## src/rtl/gpio_bank_pkg.sv

```systemverilog
package gpio_bank_pkg;
  localparam int REG_AW = 8;
  localparam int REG_DW = 32;

  localparam logic [REG_AW-1:0] OFS_MODE   = 8'h00;
  localparam logic [REG_AW-1:0] OFS_DIR    = 8'h04;
  localparam logic [REG_AW-1:0] OFS_DOUT   = 8'h08;
  localparam logic [REG_AW-1:0] OFS_DIN    = 8'h0C;
  localparam logic [REG_AW-1:0] OFS_STAT   = 8'h10;
  localparam logic [REG_AW-1:0] OFS_CLR    = 8'h14;
  localparam logic [REG_AW-1:0] OFS_MASK   = 8'h18;
  localparam logic [REG_AW-1:0] OFS_UNMASK = 8'h1C;
  localparam logic [REG_AW-1:0] OFS_POL    = 8'h20;
  localparam logic [REG_AW-1:0] OFS_EDGE   = 8'h24;
  localparam logic [REG_AW-1:0] OFS_BOTH   = 8'h4C;
endpackage

```

## src/rtl/gpio_cfg_regs.sv

```systemverilog
module gpio_cfg_regs
  import gpio_bank_pkg::*;
#(
  parameter int NUM_PINS = 32
) (
  input  logic                clk,
  input  logic                rst_n,
  input  logic                wr_en,
  input  logic [REG_AW-1:0]   wr_addr,
  input  logic [REG_DW-1:0]   wr_data,
  output logic [NUM_PINS-1:0] mode_irq,
  output logic [NUM_PINS-1:0] dir_out,
  output logic [NUM_PINS-1:0] dout,
  output logic [NUM_PINS-1:0] pol_low,
  output logic [NUM_PINS-1:0] edge_sel,
  output logic [NUM_PINS-1:0] both_sel,
  output logic [NUM_PINS-1:0] irq_en,
  output logic [NUM_PINS-1:0] clr_pulse
);
  logic [NUM_PINS-1:0] wd;
  assign wd = wr_data[NUM_PINS-1:0];

  always_ff @(posedge clk or negedge rst_n) begin
    if (!rst_n) begin
      mode_irq <= '0;
      dir_out  <= '0;
      dout     <= '0;
      pol_low  <= '0;
      edge_sel <= '0;
      both_sel <= '0;
      irq_en   <= '0;
    end else if (wr_en) begin
      case (wr_addr)
        OFS_MODE:   mode_irq <= wd;
        OFS_DIR:    dir_out  <= wd;
        OFS_DOUT:   dout     <= wd;
        OFS_POL:    pol_low  <= wd;
        OFS_EDGE:   edge_sel <= wd;
        OFS_BOTH:   both_sel <= wd;
        OFS_MASK:   irq_en   <= irq_en & wd;
        OFS_UNMASK: irq_en   <= irq_en | wd;
        default: ;
      endcase
    end
  end

  assign clr_pulse = (wr_en && wr_addr == OFS_CLR) ? wd : '0;

  // a zero written to the mask register leaves that enable off
  assert_mask_off_R8: assert property (@(posedge clk) disable iff (!rst_n)
    (wr_en && wr_addr == OFS_MASK) |=> ((irq_en & ~$past(wd)) == '0));
  // a one written to mask-clear leaves that enable on
  assert_unmask_on_R8: assert property (@(posedge clk) disable iff (!rst_n)
    (wr_en && wr_addr == OFS_UNMASK) |=> ((irq_en & $past(wd)) == $past(wd)));
endmodule

```

## src/rtl/gpio_pin_sense.sv

```systemverilog
module gpio_pin_sense #(
  parameter int NUM_PINS    = 32,
  parameter int SYNC_STAGES = 2
) (
  input  logic                clk,
  input  logic                rst_n,
  input  logic [NUM_PINS-1:0] pin_raw,
  input  logic [NUM_PINS-1:0] mode_irq,
  input  logic [NUM_PINS-1:0] pol_low,
  input  logic [NUM_PINS-1:0] edge_sel,
  input  logic [NUM_PINS-1:0] both_sel,
  input  logic [NUM_PINS-1:0] clr_pulse,
  output logic [NUM_PINS-1:0] pin_sync,
  output logic [NUM_PINS-1:0] status
);
  logic [NUM_PINS-1:0] stage [SYNC_STAGES];
  logic [NUM_PINS-1:0] prev;
  logic [NUM_PINS-1:0] hit;
  logic [NUM_PINS-1:0] pend;
  logic [NUM_PINS-1:0] edge_arm;

  always_ff @(posedge clk or negedge rst_n) begin
    if (!rst_n) begin
      for (int s = 0; s < SYNC_STAGES; s++) stage[s] <= '0;
      prev <= '0;
    end else begin
      stage[0] <= pin_raw;
      for (int s = 1; s < SYNC_STAGES; s++) stage[s] <= stage[s-1];
      prev <= stage[SYNC_STAGES-1];
    end
  end

  assign pin_sync = stage[SYNC_STAGES-1];
  assign edge_arm = mode_irq & edge_sel;

  for (genvar i = 0; i < NUM_PINS; i++) begin : g_pin
    logic rise, fall;
    assign rise   = pin_sync[i] & ~prev[i];
    assign fall   = ~pin_sync[i] & prev[i];
    assign hit[i] = both_sel[i] ? (rise | fall) : (pol_low[i] ? fall : rise);

    always_ff @(posedge clk or negedge rst_n) begin
      if (!rst_n)            pend[i] <= 1'b0;
      else if (!edge_arm[i]) pend[i] <= 1'b0;
      else if (hit[i])       pend[i] <= 1'b1;
      else if (clr_pulse[i]) pend[i] <= 1'b0;
    end

    always_comb begin
      if (edge_arm[i])      status[i] = pend[i];
      else if (mode_irq[i]) status[i] = pin_sync[i] ^ pol_low[i];
      else                  status[i] = 1'b0;
    end
  end

  // a latched event only appears after a detected transition
  assert_pend_cause_R5: assert property (@(posedge clk) disable iff (!rst_n)
    ((pend & ~$past(pend) & ~$past(hit)) == '0));
  // a clear with no competing edge empties the latch
  assert_clr_takes_R7: assert property (@(posedge clk) disable iff (!rst_n)
    ((pend & $past(clr_pulse & ~hit)) == '0));
  // no latched event survives outside edge interrupt mode
  assert_pend_armed_R10: assert property (@(posedge clk) disable iff (!rst_n)
    ((pend & ~$past(edge_arm)) == '0));
endmodule

```

## src/rtl/gpio_read_mux.sv

```systemverilog
module gpio_read_mux
  import gpio_bank_pkg::*;
#(
  parameter int NUM_PINS = 32
) (
  input  logic [REG_AW-1:0]   rd_addr,
  input  logic [NUM_PINS-1:0] mode_irq,
  input  logic [NUM_PINS-1:0] dir_out,
  input  logic [NUM_PINS-1:0] dout,
  input  logic [NUM_PINS-1:0] pin_sync,
  input  logic [NUM_PINS-1:0] status,
  input  logic [NUM_PINS-1:0] irq_en,
  input  logic [NUM_PINS-1:0] pol_low,
  input  logic [NUM_PINS-1:0] edge_sel,
  input  logic [NUM_PINS-1:0] both_sel,
  output logic [REG_DW-1:0]   rd_data
);
  function automatic logic [REG_DW-1:0] widen(input logic [NUM_PINS-1:0] v);
    logic [REG_DW-1:0] w;
    w = '0;
    w[NUM_PINS-1:0] = v;
    return w;
  endfunction

  always_comb begin
    case (rd_addr)
      OFS_MODE: rd_data = widen(mode_irq);
      OFS_DIR:  rd_data = widen(dir_out);
      OFS_DOUT: rd_data = widen(dout);
      OFS_DIN:  rd_data = widen(pin_sync);
      OFS_STAT: rd_data = widen(status);
      OFS_MASK: rd_data = widen(irq_en);
      OFS_POL:  rd_data = widen(pol_low);
      OFS_EDGE: rd_data = widen(edge_sel);
      OFS_BOTH: rd_data = widen(both_sel);
      default:  rd_data = '0;
    endcase
  end
endmodule

```

## src/rtl/gpio_irq_bank.sv

```systemverilog
module gpio_irq_bank
  import gpio_bank_pkg::*;
#(
  parameter int NUM_PINS    = 32,
  parameter int SYNC_STAGES = 2
) (
  input  logic                clk,
  input  logic                rst_n,
  input  logic                bus_wr,
  input  logic [REG_AW-1:0]   bus_addr,
  input  logic [REG_DW-1:0]   bus_wdata,
  output logic [REG_DW-1:0]   bus_rdata,
  input  logic [NUM_PINS-1:0] pin_in,
  output logic [NUM_PINS-1:0] pin_out,
  output logic [NUM_PINS-1:0] pin_oe,
  output logic                irq_out
);
  logic [NUM_PINS-1:0] mode_irq, dir_out, dout, pol_low, edge_sel, both_sel;
  logic [NUM_PINS-1:0] irq_en, clr_pulse, pin_sync, status;

  gpio_cfg_regs #(.NUM_PINS(NUM_PINS)) u_cfg (
    .clk(clk), .rst_n(rst_n),
    .wr_en(bus_wr), .wr_addr(bus_addr), .wr_data(bus_wdata),
    .mode_irq(mode_irq), .dir_out(dir_out), .dout(dout),
    .pol_low(pol_low), .edge_sel(edge_sel), .both_sel(both_sel),
    .irq_en(irq_en), .clr_pulse(clr_pulse)
  );

  gpio_pin_sense #(.NUM_PINS(NUM_PINS), .SYNC_STAGES(SYNC_STAGES)) u_sense (
    .clk(clk), .rst_n(rst_n), .pin_raw(pin_in),
    .mode_irq(mode_irq), .pol_low(pol_low), .edge_sel(edge_sel),
    .both_sel(both_sel), .clr_pulse(clr_pulse),
    .pin_sync(pin_sync), .status(status)
  );

  gpio_read_mux #(.NUM_PINS(NUM_PINS)) u_rd (
    .rd_addr(bus_addr), .mode_irq(mode_irq), .dir_out(dir_out),
    .dout(dout), .pin_sync(pin_sync), .status(status), .irq_en(irq_en),
    .pol_low(pol_low), .edge_sel(edge_sel), .both_sel(both_sel),
    .rd_data(bus_rdata)
  );

  assign pin_oe  = dir_out & ~mode_irq;
  assign pin_out = dout;
  assign irq_out = |(status & irq_en);

  // an interrupt-mode pin never drives
  assert_oe_mode_R2: assert property (@(posedge clk) disable iff (!rst_n)
    ((pin_oe & mode_irq) == '0));
  // a request needs at least one enable
  assert_irq_en_R9: assert property (@(posedge clk) disable iff (!rst_n)
    irq_out |-> (irq_en != '0));
  // status never shows on plain I/O pins
  assert_stat_mode_R10: assert property (@(posedge clk) disable iff (!rst_n)
    ((status & ~mode_irq) == '0));
endmodule

```

## config.mk

```make
export PLATFORM = sky130hd
export DESIGN_NAME = gpio_irq_bank
export DESIGN_NICKNAME = d
export VERILOG_FILES = /design/src/rtl/gpio_bank_pkg.sv /design/src/rtl/gpio_cfg_regs.sv /design/src/rtl/gpio_pin_sense.sv /design/src/rtl/gpio_read_mux.sv /design/src/rtl/gpio_irq_bank.sv
export SDC_FILE = /design/constraint.sdc
export NUM_CORES = 1
export LEC_CHECK = 0
export BUFFER_PORTS_ARGS = -buffer_cell sky130_fd_sc_hd__buf_2
export CORE_AREA = 2 2 222 224
export DETAILED_ROUTE_END_ITERATION = 6
export DIE_AREA = 0 0 224 226
export PLACE_DENSITY = 0.48
export SLEW_MARGIN = 10
export SYNTH_ARGS = -nofsm -noshare
export SYNTH_HDL_FRONTEND = slang
export SYNTH_SLANG_ARGS = --single-unit
```

## constraint.sdc

```tcl
create_clock -name clk -period 3.8 [get_ports clk]
set_clock_uncertainty 0.15 [all_clocks]
set_input_delay 0.95 -clock clk [delete_from_list [all_inputs] [get_ports clk]]
set_output_delay 0.95 -clock clk [all_outputs]
set_load 0.02 [all_outputs]
```

==> results of run 1 <==
## routing by layer
| layer | GRT usage | vias to the layer above | share of wire |
|---|---|---|---|
| li1 | - | 5786 | - |
| met1 | 0.299 | 6460 | 0.45 |
| met2 | 0.355 | 381 | 0.47 |
| met3 | 0.0380 | 79 | 0.054 |
| met4 | 0.0755 | 4 | 0.026 |
| met5 | 0 | - | 0.00055 |
## power groups by stage
stage	registers [mW]	logic, mW	clock network (mW)
6_report	4.10	0.640	4.11
5_1_grt	4.13	0.720	4.36
4_1_cts	4.10	0.643	4.22
3_5_place_dp	4.16	0.635	0
3_3_place_gp	4.16	0.623	0
2_1_floorplan	4.12	0.331	0
## cell usage after synthesis, types with 2 or more instances
cell	number
ha_1	64
a21oi_1	76
a211oi_1	32
buf_1	2
a221oi_1	14
o2bb2ai_1	8
nand4_1	15
nor4b_2	4
a22o_1	10
nand2_1	186
clkbuf_1	65
nor4_1	4
and2_1	3
o21ai_1	4
a32oi_1	2
o211ai_1	6
mux2_2	123
xor2_1	29
o2111ai_1	24
nor2b_1	65
inv_1	65
nand3_1	19
o22ai_1	12
a22oi_1	58
a222oi_1	17
mux2i_1	12
o21ai_0	57
nand2b_1	17
xnor2_1	3
dfrtp_1	352
nor2_1	40
mux2_1	69
buf_2	24
## timing repair
action,4_1_cts,5_1_grt
endpoints found under the setup margin,20,26
resized for setup,7,41
pin swaps,1,11
gates cloned,1,0
buffers inserted,1,5
## sequential cells by signal, summed over array words and instances (netlist names)
| name | flops |
|---|---|
| u_cfg.both_sel | 32 |
| u_cfg.dir_out | 32 |
| u_cfg.dout | 32 |
| u_cfg.edge_sel | 32 |
| u_cfg.irq_en | 32 |
| u_cfg.mode_irq | 32 |
| u_cfg.pol_low | 32 |
| u_sense.pend | 32 |
| u_sense.pin_sync | 32 |
| u_sense.prev | 32 |
| u_sense.stage | 32 |
## cell type report
cell class / count / share of cell area
Inverter: 65 / 0.0119
Multi-Input combinational cell: 989 / 0.363
Clock inverter: 11 / 0.00530
Clock buffer: 61 / 0.0631
Sequential cell: 352 / 0.429
Timing Repair Buffer: 265 / 0.0895
Antenna cell: 2 / 0.000244
Tap cell: 622 / 0.0379
## final timing paths
path                                 startpoint              endpoint  cells past startpoint
max                                 bus_addr[0]         bus_rdata[20]                      9
min                           u_sense.stage[60]  u_sense.pin_sync[28]                      0
max reg2reg                u_sense.pin_sync[11]      u_sense.pend[11]                      6
min reg2reg                   u_sense.stage[60]  u_sense.pin_sync[28]                      0
max in group asynchronous                 rst_n      u_sense.prev[13]                      2
min in group asynchronous                 rst_n     u_sense.stage[63]                      1
## cell families (layout without fill, tap and decap cells)
| group | Yosys count | in the layout | synth area share |
|---|---|---|---|
| buf+inv | 157 | 402 | 0.0372 |
| flops | 352 | 352 | 0.525 |
| xor+xnor | 32 | 32 | 0.0167 |
| other cells | 0 | 2 | 0 |
| simple gates | 367 | 367 | 0.107 |
| compound gates | 322 | 322 | 0.130 |
| mux | 204 | 204 | 0.136 |
| fa+ha+maj | 64 | 64 | 0.0478 |
## critical path, stage by stage
cell     delay, ns
buf_2         0.14
buf_4         0.16
nor4b_4       0.41
and2_4        0.23
buf_12        0.21
a22o_1        0.17
a21oi_1       0.04
nand3_1       0.14
buf_2         0.19
## through the flow
step | setup slack, ns | area [um^2] | instances | hold WS, ns | utilization
floorplan | 0.233 | 16800 | 1498 | 0.181 | -
global placement | -0.0774 | 18900 | 2286 | 0.181 | 0.391
detailed placement | -0.0913 | 18900 | 2286 | 0.186 | 0.391
CTS | -0.0266 | 20400 | 2360 | 0.196 | 0.421
global route | -0.0211 | 20500 | 2367 | 0.200 | 0.425
finish | 0.0535 | 20500 | 2367 | 0.196 | 0.425
==> key figures, run 1 <==
Run status
  – Status: complete, no violations

Layout
  – Register area: 8810 um^2
  – Layout area overhead: 22.5%
  – Most frequent cells in the layout: dfrtp_1, nand2_1, buf_2
  – Layout cells sized above 1: 0.279
  – Multi-input logic area: 7460 um^2
  – Most common cell after layout, fill and taps aside: dfrtp_1
  – Final-stage net count: 1855
  – Layout fillers: 4615

CTS
  – CTS Buffer Depth: 3
  – TritonCTS Buffers: 43
  – Root buffer cell: clkbuf_16
  – Skew-Pair Late Insertion Delay: 0.57 ns
  – Clk pin slew, worst setup/hold paths: 0.05 ns
  – CTS tree: done
  – Total clock sinks: 352
  – Post-CTS Hold Fix Bufs: 0
  – H-tree levels: 2

Power and ir drop
  – Leak: 10.2 nW
  – Sequential share of power: 0.463
  – Clock share of power: 0.464
  – Cell-internal power: 6.67 mW
  – Sw Share: 0.246
  – Psw: 2.18 mW
  – Maximum VDD drop: 0.277 mV
  – Pwr Total: 8.85 mW
  – PD cells: 431 nW/um^2
  – Logic gate share of total power: 0.072

STA
  – Slew margin rel.: 0.518
  – Fin. Hold Viols: 0
  – Peak Freq: 0.267 GHz
  – Max-slew violation count: 0
  – RSZ-0062 raised after global routing: yes
  – Endpoints failing setup: 0
  – Tmin final: 3.75 ns
  – Post-route clock period utilization: 0.986
  – Setup TNS: 0 ns
  – Slew @ Worst Pin: 0.723 ns

Detailed routing
  – DR vias: 12.7k
  – Via density: 5.37
  – Post-DRT Antenna Nets: 0
  – First DRT Iteration DRCs: 920
  – DRC viols: 0
  – WL/cell: 23.2 um
  – Post-Route WL: 54800 um
  – First-pass detailed-route iteration total: 5

Floorplan
  – Die Y: 226 um
  – I/O pin count: 172
  – Row cnt: 81
  – Die ar.: 50600 um^2
  – Die Span X: 224 um
  – Core Box Area: 48300 um^2
  – Initial Util: 0.347

Synth
  – Synth top area share: 0.525
  – Synth async-reset ratio: 1.00
  – Synth top area cells: dfrtp_1, mux2_2, ha_1, mux2_1, nand2_1
  – Yosys warns: 0
  – Syn_nets: 1637
  – Post-synth EDFFs: 0
  – Area leader, netlist: dfrtp_1
  – Syn_area_per_cell: 11.2 um^2
  – Seq cells post-synth: 352
  – Fraction of the yosys area taken by sequential cells: 0.525
  – Mapped Cells: 1498
  – Count of cell types in the netlist: 50
  – Mapped Area: 16800 um^2
  – Post-synth top flop: dfrtp_1

Critical path
  – Reg2reg setup slack: 2.19 ns
  – Data arrival, critical path: 2.65 ns
  – CP Max Fanout: 23
  – Worst Path Required: 2.70 ns
  – Critical Path End Type: output pin
  – Kind of critical path: in2out
  – Critical Path Source Type: input port

GRT
  – Initial antenna violation count: 4
  – Grt ovf: 0
  – GRT Total Usage: 0.220
  – Largest net degree at the start of global routing: 84
  – First-pass GRT wire length: 82900 um
  – Vias in the first global route: 12.9k

Placement
  – Routability cong.: 0.866
  – PortBufs: 171
  – Dpl hpwl: 37700 um

Flow run
  – Max-cap check violation count: 0

Hold path
  – Worst min-delay path class: reg2reg
Note: power is estimated with default switching activity, not from simulation.
==> inputs of run 2 (changes only) <==
CTS_CLUSTER_SIZE = 14   (was default)
PLACE_DENSITY = 0.5   (was 0.48)
clock period = 3.4 ns   (was 3.8 ns; I/O delays follow)
==> run 2 against run 1 <==
Compared with the run above:
- the run now ends with negative setup slack left
- sequential cell count stayed put
- die area stayed put
- critical endpoint is now bus_rdata[16]
- wire length is 1.7% higher
- core utilization is 2.0 points higher
- count of clock-buffer cells in the layout is 6 lower
- largest power group unchanged
- final area is 4.6% higher
==> key figures, run 2 (same netlist as run 1, synthesis figures left out) <==
Run status
  – Status: finished, violations left (was complete, no violations)
  – Violated checks: negative setup slack

STA
  – Peak Freq: 0.284 GHz
  – Endpoints failing setup: 27 (was 0)
  – Max-slew violation count: 0 (unchanged)
  – RSZ-0062 raised after global routing: yes (unchanged)
  – Slew margin rel.: 0.643 (was 0.518)
  – Tmin final: 3.52 ns
  – Slew @ Worst Pin: 0.530 ns (was 0.723 ns)
  – Post-route setup slack: -0.121 ns (was 0.0535 ns)
  – Post-route clock period utilization: 1.04
  – Fin. Hold Viols: 0 (unchanged)

Detailed routing
  – First-pass detailed-route iteration total: 5 (unchanged)
  – DR vias: 13.0k (was 12.7k)
  – Post-DRT Antenna Nets: 0 (unchanged)
  – WL/cell: 23.2 um (about the same)
  – DRT met1 WL: 24900 um (was 24600 um)
  – Met3 wire length: 3330 um (was 2980 um)
  – Met2 WL: 25800 um (was 25700 um)
  – DRC viols: 0 (unchanged)
  – Via density: 5.42 (was 5.37)
  – First DRT Iteration DRCs: 1188 (was 920)
  – Post-Route WL: 55700 um (was 54800 um)
  – Max Used Layer: met5 (unchanged)

Critical path
  – Critical Path End Type: output pin (unchanged)
  – Critical Path Source Type: input port (unchanged)
  – R2R Path End: u_sense.pend[6] (was u_sense.pend[11])
  – Worst Path Required: 2.40 ns (was 2.70 ns)
  – CP Max Fanout: 8 (was 23)
  – Cell count of the worst reg-to-reg path: 7 (was 6)
  – RR Startpoint: u_sense.pin_sync[6] (was u_sense.pin_sync[11])
  – Kind of critical path: in2out (unchanged)
  – Data arrival, critical path: 2.52 ns (was 2.65 ns)
  – Reg2reg setup slack: 1.81 ns (was 2.19 ns)

Layout
  – Most frequent cells in the layout: dfrtp_1, nand2_1, buf_2 (unchanged)
  – Final-stage net count: 1891 (was 1855)
  – Final cell count without fillers: 2405 (was 2367)
  – Layout cells sized above 1: 0.314 (was 0.279)
  – Layout area overhead: 28.2% (was 22.5%)
  – Most common cell after layout, fill and taps aside: dfrtp_1 (unchanged)
  – Finished Cell Area: 21500 um^2 (was 20500 um^2)
  – Layout fillers: 4538 (was 4615)

Power and ir drop
  – Maximum VDD drop: 0.337 mV (was 0.277 mV)
  – Logic gate share of total power: 0.076 (was 0.072)
  – Cell-internal power: 7.49 mW (was 6.67 mW)
  – PD cells: 463 nW/um^2 (was 431 nW/um^2)
  – Leak: 10.5 nW (was 10.2 nW)
  – Pwr Total: 9.95 mW (was 8.85 mW)
  – Psw: 2.46 mW (was 2.18 mW)
  – Sequential share of power: 0.461 (was 0.463)
  – Clock share of power: 0.463 (was 0.464)
  – Sw Share: 0.247 (was 0.246)

CTS
  – TritonCTS Buffers: 42 (was 43)
  – H-tree levels: 2 (unchanged)
  – CTS Buffer Depth: 3 (unchanged)
  – Total clock sinks: 352 (unchanged)
  – Root buffer cell: clkbuf_16 (unchanged)
  – Post-CTS Hold Fix Bufs: 0 (unchanged)
  – Clk pin slew, worst setup/hold paths: 0.06 ns (was 0.05 ns)
  – CTS tree: done (unchanged)
  – Skew-Pair Late Insertion Delay: 0.56 ns (was 0.57 ns)

Floorplan
  – Die Span X: 224 um (unchanged)
  – I/O pin count: 172 (unchanged)
  – Row cnt: 81 (unchanged)
  – Core Box Area: 48300 um^2 (unchanged)
  – Initial Util: 0.347 (unchanged)
  – Die Y: 226 um (unchanged)
  – Die ar.: 50600 um^2 (unchanged)

GRT
  – Initial antenna violation count: 2 (was 4)
  – Grt ovf: 0 (unchanged)
  – Largest net degree at the start of global routing: 81 (was 84)
  – First-pass GRT wire length: 83200 um (was 82900 um)
  – Vias in the first global route: 13.0k (was 12.9k)
  – GRT Total Usage: 0.221 (was 0.220)

Placement
  – Placed cell areas: 19000 um^2 (was 18900 um^2)
  – PortBufs: 171 (unchanged)
  – Routability cong.: 0.838 (was 0.866)
  – Post-Place Cells: 2303 (was 2286)
  – Dpl hpwl: 37500 um (was 37700 um)

Hold path
  – Worst min-delay path class: in2async (was reg2reg)

Flow run
  – Max-cap check violation count: 0 (unchanged)
==> run 2: changes by cell type in the layout (fill, tap and decap cells not counted), moves of 5 or more <==
cell	delta
o2111ai_1	-5
buf_4	+14
buf_2	-31
a221oi_1	-11
buf_6	+42
o2111ai_2	+5
a221oi_2	+10
==> run 2: worst max-delay path by stage <==
stage | slack [ns] | cells past startpoint | endpoint | from
after floorplan | 0.03 | 7 | bus_rdata[28] | bus_addr[2]
after global placement | -0.21 | 6 | bus_rdata[26] | bus_addr[7]
after detailed placement | -0.25 | 6 | bus_rdata[26] | bus_addr[7]
after CTS | -0.13 | 8 | bus_rdata[23] | bus_addr[4]
after global routing | -0.17 | 6 | irq_out | u_sense.pin_sync[2]
final | -0.12 | 9 | bus_rdata[16] | bus_addr[5]
==> run 2: what timing repair did <==
| action | 4_1_cts | 5_1_grt |
|---|---|---|
| setup endpoints to repair | 33 | 33 |
| cloned | 2 | 3 |
| gates resized for setup | 110 | 77 |
| pin swaps | 32 | 44 |
| buffers inserted | 12 | 11 |
==> run 2: critical path: stages <==
cell,delay (ns)
buf_8,0.10
or4_4,0.59
buf_6,0.15
nor2_4,0.14
buf_12,0.17
a22o_1,0.16
a221oi_2,0.04
nand4_1,0.14
buf_4,0.17
==> run 2: layout make-up <==
cell class / instances / area, um^2 / area share
repair buffers: 302 / 2520 / 0.117
clock inverters: 19 / 214 / 0.00996
clock buffers: 55 / 1200 / 0.0559
well taps: 622 / 778 / 0.0362
diodes: 1 / 2.50 / 0.000116
inverters: 65 / 244 / 0.0114
multi-input cells: 989 / 7720 / 0.359
flip-flops and latches: 352 / 8810 / 0.410
==> run 2: through the flow <==
step / util / hold WS (ns) / TNS, ns / worst slack (ns)
finish: 0.445 / 0.0501 / -1.19 / -0.121
floorplan: - / 0.181 / 0 / 0.0326
detailed placement: 0.394 / 0.185 / -3.89 / -0.249
global placement: 0.394 / 0.185 / -3.46 / -0.211
global route: 0.444 / 0.0621 / -2.35 / -0.172
CTS: 0.434 / 0.0540 / -1.80 / -0.127
==> run 2: layer usage <==
layer,global-route usage,vias up
met1,0.300,6651
met4,0.0847,4
met3,0.0444,104
met5,0,-
li1,-,5864
met2,0.348,413
==> run 2: power by group through the flow <==
stage                     Sequential (mW)  Combinational [mW]  Clock (mW)
after floorplan                      4.61               0.370           0
after global placement               4.65               0.702           0
after detailed placement             4.65               0.715           0
after CTS                            4.58               0.747        4.74
after global routing                 4.61               0.846        4.91
final                                4.59               0.758        4.60
==> inputs of run 3 (changes only) <==
CORE_AREA = 2 2 233 235   (was 2 2 222 224)
DIE_AREA = 0 0 235 237   (was 0 0 224 226)
PLACE_DENSITY = 0.49   (was 0.5)
SYNTH_HIERARCHICAL = 1   (was default)
==> run 3 against run 2 <==
Compared with the run above:
- the run still ends with negative setup slack left
- clock power is 13% higher
- largest power group unchanged
- setup slack improved by 0.058 ns
- critical path depth fell by 3
- maximum frequency is 1.7% higher
- first-iteration DRC count down 28%
==> key figures, run 3 <==
Synth
  – Area leader, netlist: dfrtp_1 (unchanged)
  – Seq cells post-synth: 352 (unchanged)
  – Post-synth EDFFs: 0 (unchanged)
  – Post-synth top flop: dfrtp_1 (unchanged)
  – Mapped Cells: 1607 (was 1498)
  – Mapped Area: 18400 um^2 (was 16800 um^2)
  – Cell with the most instances after synthesis: dfrtp_1 (unchanged)
  – Synth async-reset ratio: 1.00 (unchanged)
  – Fraction of the yosys area taken by sequential cells: 0.478 (was 0.525)
  – Yosys warns: 6 (was 0)
  – Synth top area cells: dfrtp_1, mux2_2, ha_1, mux2_1, mux2i_1 (was dfrtp_1, mux2_2, ha_1, mux2_1, nand2_1)
  – Count of cell types in the netlist: 53 (was 50)
  – Syn_nets: 1746 (was 1637)
  – Synth top area share: 0.478 (was 0.525)
  – Syn_area_per_cell: 11.5 um^2 (was 11.2 um^2)
  – Synth top cells by count: dfrtp_1, mux2_2, inv_1, nand2_1 (was dfrtp_1, nand2_1, mux2_2, a21oi_1, mux2_1)

GRT
  – Largest net degree at the start of global routing: 63 (was 81)
  – First-pass GRT wire length: 88500 um (was 83200 um)
  – Initial antenna violation count: 3 (was 2)
  – Vias in the first global route: 13.8k (was 13.0k)
  – Grt ovf: 0 (unchanged)
  – GRT Total Usage: 0.209 (was 0.221)

Detailed routing
  – Via density: 5.20 (was 5.42)
  – First-pass detailed-route iteration total: 5 (unchanged)
  – First DRT Iteration DRCs: 852 (was 1188)
  – DR vias: 13.5k (was 13.0k)
  – WL/cell: 22.7 um (was 23.2 um)
  – DRC viols: 0 (unchanged)
  – Post-Route WL: 58700 um (was 55700 um)
  – Post-DRT Antenna Nets: 0 (unchanged)

Layout
  – Layout fillers: 4935 (was 4538)
  – Layout cells sized above 1: 0.381 (was 0.314)
  – Layout area overhead: 26.8% (was 28.2%)
  – Most common cell after layout, fill and taps aside: dfrtp_1 (unchanged)
  – Register area: 8830 um^2 (was 8810 um^2)
  – Most frequent cells in the layout: dfrtp_1, buf_2, mux2_2 (was dfrtp_1, nand2_1, buf_2)
  – Finished Cell Area: 23300 um^2 (was 21500 um^2)
  – Multi-input logic area: 8990 um^2 (was 7720 um^2)
  – Final-stage net count: 1998 (was 1891)

Flow run
  – Max-cap check violation count: 0 (unchanged)

Power and ir drop
  – Logic gate share of total power: 0.093 (was 0.076)
  – Cell-internal power: 8.11 mW (was 7.49 mW)
  – Sequential share of power: 0.423 (was 0.461)
  – Clock share of power: 0.484 (was 0.463)
  – Sw Share: 0.244 (was 0.247)
  – Pwr Total: 10.7 mW (was 9.95 mW)
  – PD cells: 459 nW/um^2 (was 463 nW/um^2)
  – Maximum VDD drop: 0.331 mV (was 0.337 mV)
  – Leak: 11.1 nW (was 10.5 nW)
  – Psw: 2.62 mW (was 2.46 mW)

Critical path
  – Data arrival, critical path: 2.46 ns (was 2.52 ns)
  – Kind of critical path: reg2out (was in2out)
  – Critical Path Source Type: register (was input port)
  – CP Max Fanout: 5 (was 8)
  – Cell count of the worst reg-to-reg path: 5 (was 7)
  – Worst Path Required: 2.40 ns (about the same)
  – Critical Path End Type: output pin (unchanged)
  – R2R Path End: u_sense/pend[19] (was u_sense.pend[6])
  – RR Startpoint: u_sense/pin_sync[19] (was u_sense.pin_sync[6])
  – Reg2reg setup slack: 1.89 ns (was 1.81 ns)

CTS
  – Total clock sinks: 352 (unchanged)
  – Root buffer cell: clkbuf_16 (unchanged)
  – CTS Buffer Depth: 3 (unchanged)
  – Skew-Pair Late Insertion Delay: 0.57 ns (was 0.56 ns)
  – H-tree levels: 2 (unchanged)
  – CTS tree: done (unchanged)
  – Post-CTS Hold Fix Bufs: 0 (unchanged)
  – Clk pin slew, worst setup/hold paths: 0.06 ns (about the same)
  – TritonCTS Buffers: 43 (was 42)

STA
  – Slew margin rel.: 0.606 (was 0.643)
  – Post-route clock period utilization: 1.02 (was 1.04)
  – RSZ-0062 raised after global routing: yes (unchanged)
  – Max-slew violation count: 0 (unchanged)
  – Slew @ Worst Pin: 0.591 ns (was 0.530 ns)
  – Hold_ws: 0.0688 ns (was 0.0501 ns)
  – Tmin final: 3.46 ns (was 3.52 ns)
  – Post-route setup slack: -0.0634 ns (was -0.121 ns)
  – Fin. Hold Viols: 0 (unchanged)
  – Endpoints failing setup: 3 (was 27)
  – Peak Freq: 0.289 GHz (was 0.284 GHz)

Floorplan
  – Initial Util: 0.346 (was 0.347)
  – Die Y: 237 um (was 226 um)
  – I/O pin count: 172 (unchanged)
  – Die Span X: 235 um (was 224 um)
  – Die ar.: 55700 um^2 (was 50600 um^2)
  – Core Box Area: 53300 um^2 (was 48300 um^2)
  – Row cnt: 85 (was 81)

Hold path
  – Worst min-delay path class: in2async (unchanged)

Run status
  – Status: finished, violations left (unchanged)
  – Violated checks: negative setup slack (unchanged)

Placement
  – Dpl hpwl: 40400 um (was 37500 um)
  – Routability cong.: 0.842 (was 0.838)
  – Pre-CTS setup slack: -0.275 ns (was -0.249 ns)
  – PortBufs: 171 (unchanged)
  – Placed cell areas: 20600 um^2 (was 19000 um^2)
run 3: cell types whose count changed in the layout (fill, tap and decap cells not counted), moves of 34 or more:
| cell | previous run | this run |
|---|---|---|
| mux2i_1 | 9 | 66 |
| o21ai_0 | 55 | 20 |
| inv_1 | 65 | 128 |
| o21ai_2 | 0 | 34 |
| nor2_1 | 37 | 3 |
| nand2_1 | 183 | 108 |
run 3: how the worst max path moves through the flow:
stage,startpoint,end,slack [ns],cells past startpoint
after floorplan,bus_addr[0],bus_rdata[17],0.009,7
after global routing,u_cfg/edge_sel[14],irq_out,-0.11,7
final,u_sense/pin_sync[16],irq_out,-0.06,6
after global placement,bus_addr[3],bus_rdata[14],-0.32,8
after detailed placement,bus_addr[3],bus_rdata[23],-0.28,8
after CTS,u_sense/pin_sync[14],irq_out,-0.07,6
run 3: power groups by stage:
stage	Combinational, mW	Sequential, mW	Clock (mW)
global route	1.09	4.56	5.48
detailed placement	0.910	4.61	0
finish	1.00	4.53	5.19
CTS	0.970	4.53	5.31
global placement	0.898	4.60	0
floorplan	0.489	4.58	0
run 3: cell type report:
type / count / area share
diodes: 2 / 0.000214
clock buffers: 59 / 0.0561
clock inverters: 20 / 0.0133
inverters: 128 / 0.0206
multi-input cells: 1014 / 0.385
flip-flops and latches: 352 / 0.378
well taps: 696 / 0.0373
repair buffers: 320 / 0.109
run 3: through the flow:
step           cells  utilization  TNS, ns
3_3_place_gp    2476        0.387    -4.28
3_5_place_dp    2476        0.387    -3.72
5_1_grt         2590        0.438   -0.376
2_1_floorplan   1607            -        0
6_report        2591        0.438  -0.0790
4_1_cts         2578        0.429   -0.242
run 3: worst max-delay path: stages (launching register included):
cell     delay [ns]
dfrtp_1        0.44
xnor2_1        0.20
a21oi_1        0.16
a22oi_1        0.18
nand4_1        0.23
or4_4          0.52
buf_6          0.16
run 3: layer usage:
metal  wire length [um]  up-vias  share of wire  GRT usage
li1                   -     6200              -          -
met1              26900     6850           0.46      0.287
met2              27400      331           0.47      0.334
met3               2610       87          0.044     0.0302
met4               1790        2          0.030     0.0765
met5                 13        -        0.00022          0
run 3: kinds of logic after synthesis:
family | synth area share
mux | 0.188
fa+ha+maj | 0.0435
compound gates | 0.131
buf+inv | 0.0626
flops | 0.478
xor+xnor | 0.0152
simple gates | 0.0813
run 3: timing repair:
| action | in CTS | in global routing |
|---|---|---|
| buffers inserted | 22 | 13 |
| endpoints found under the setup margin | 32 | 32 |
| gates cloned | 1 | 0 |
| resized for setup | 124 | 87 |
| pin swaps | 37 | 35 |
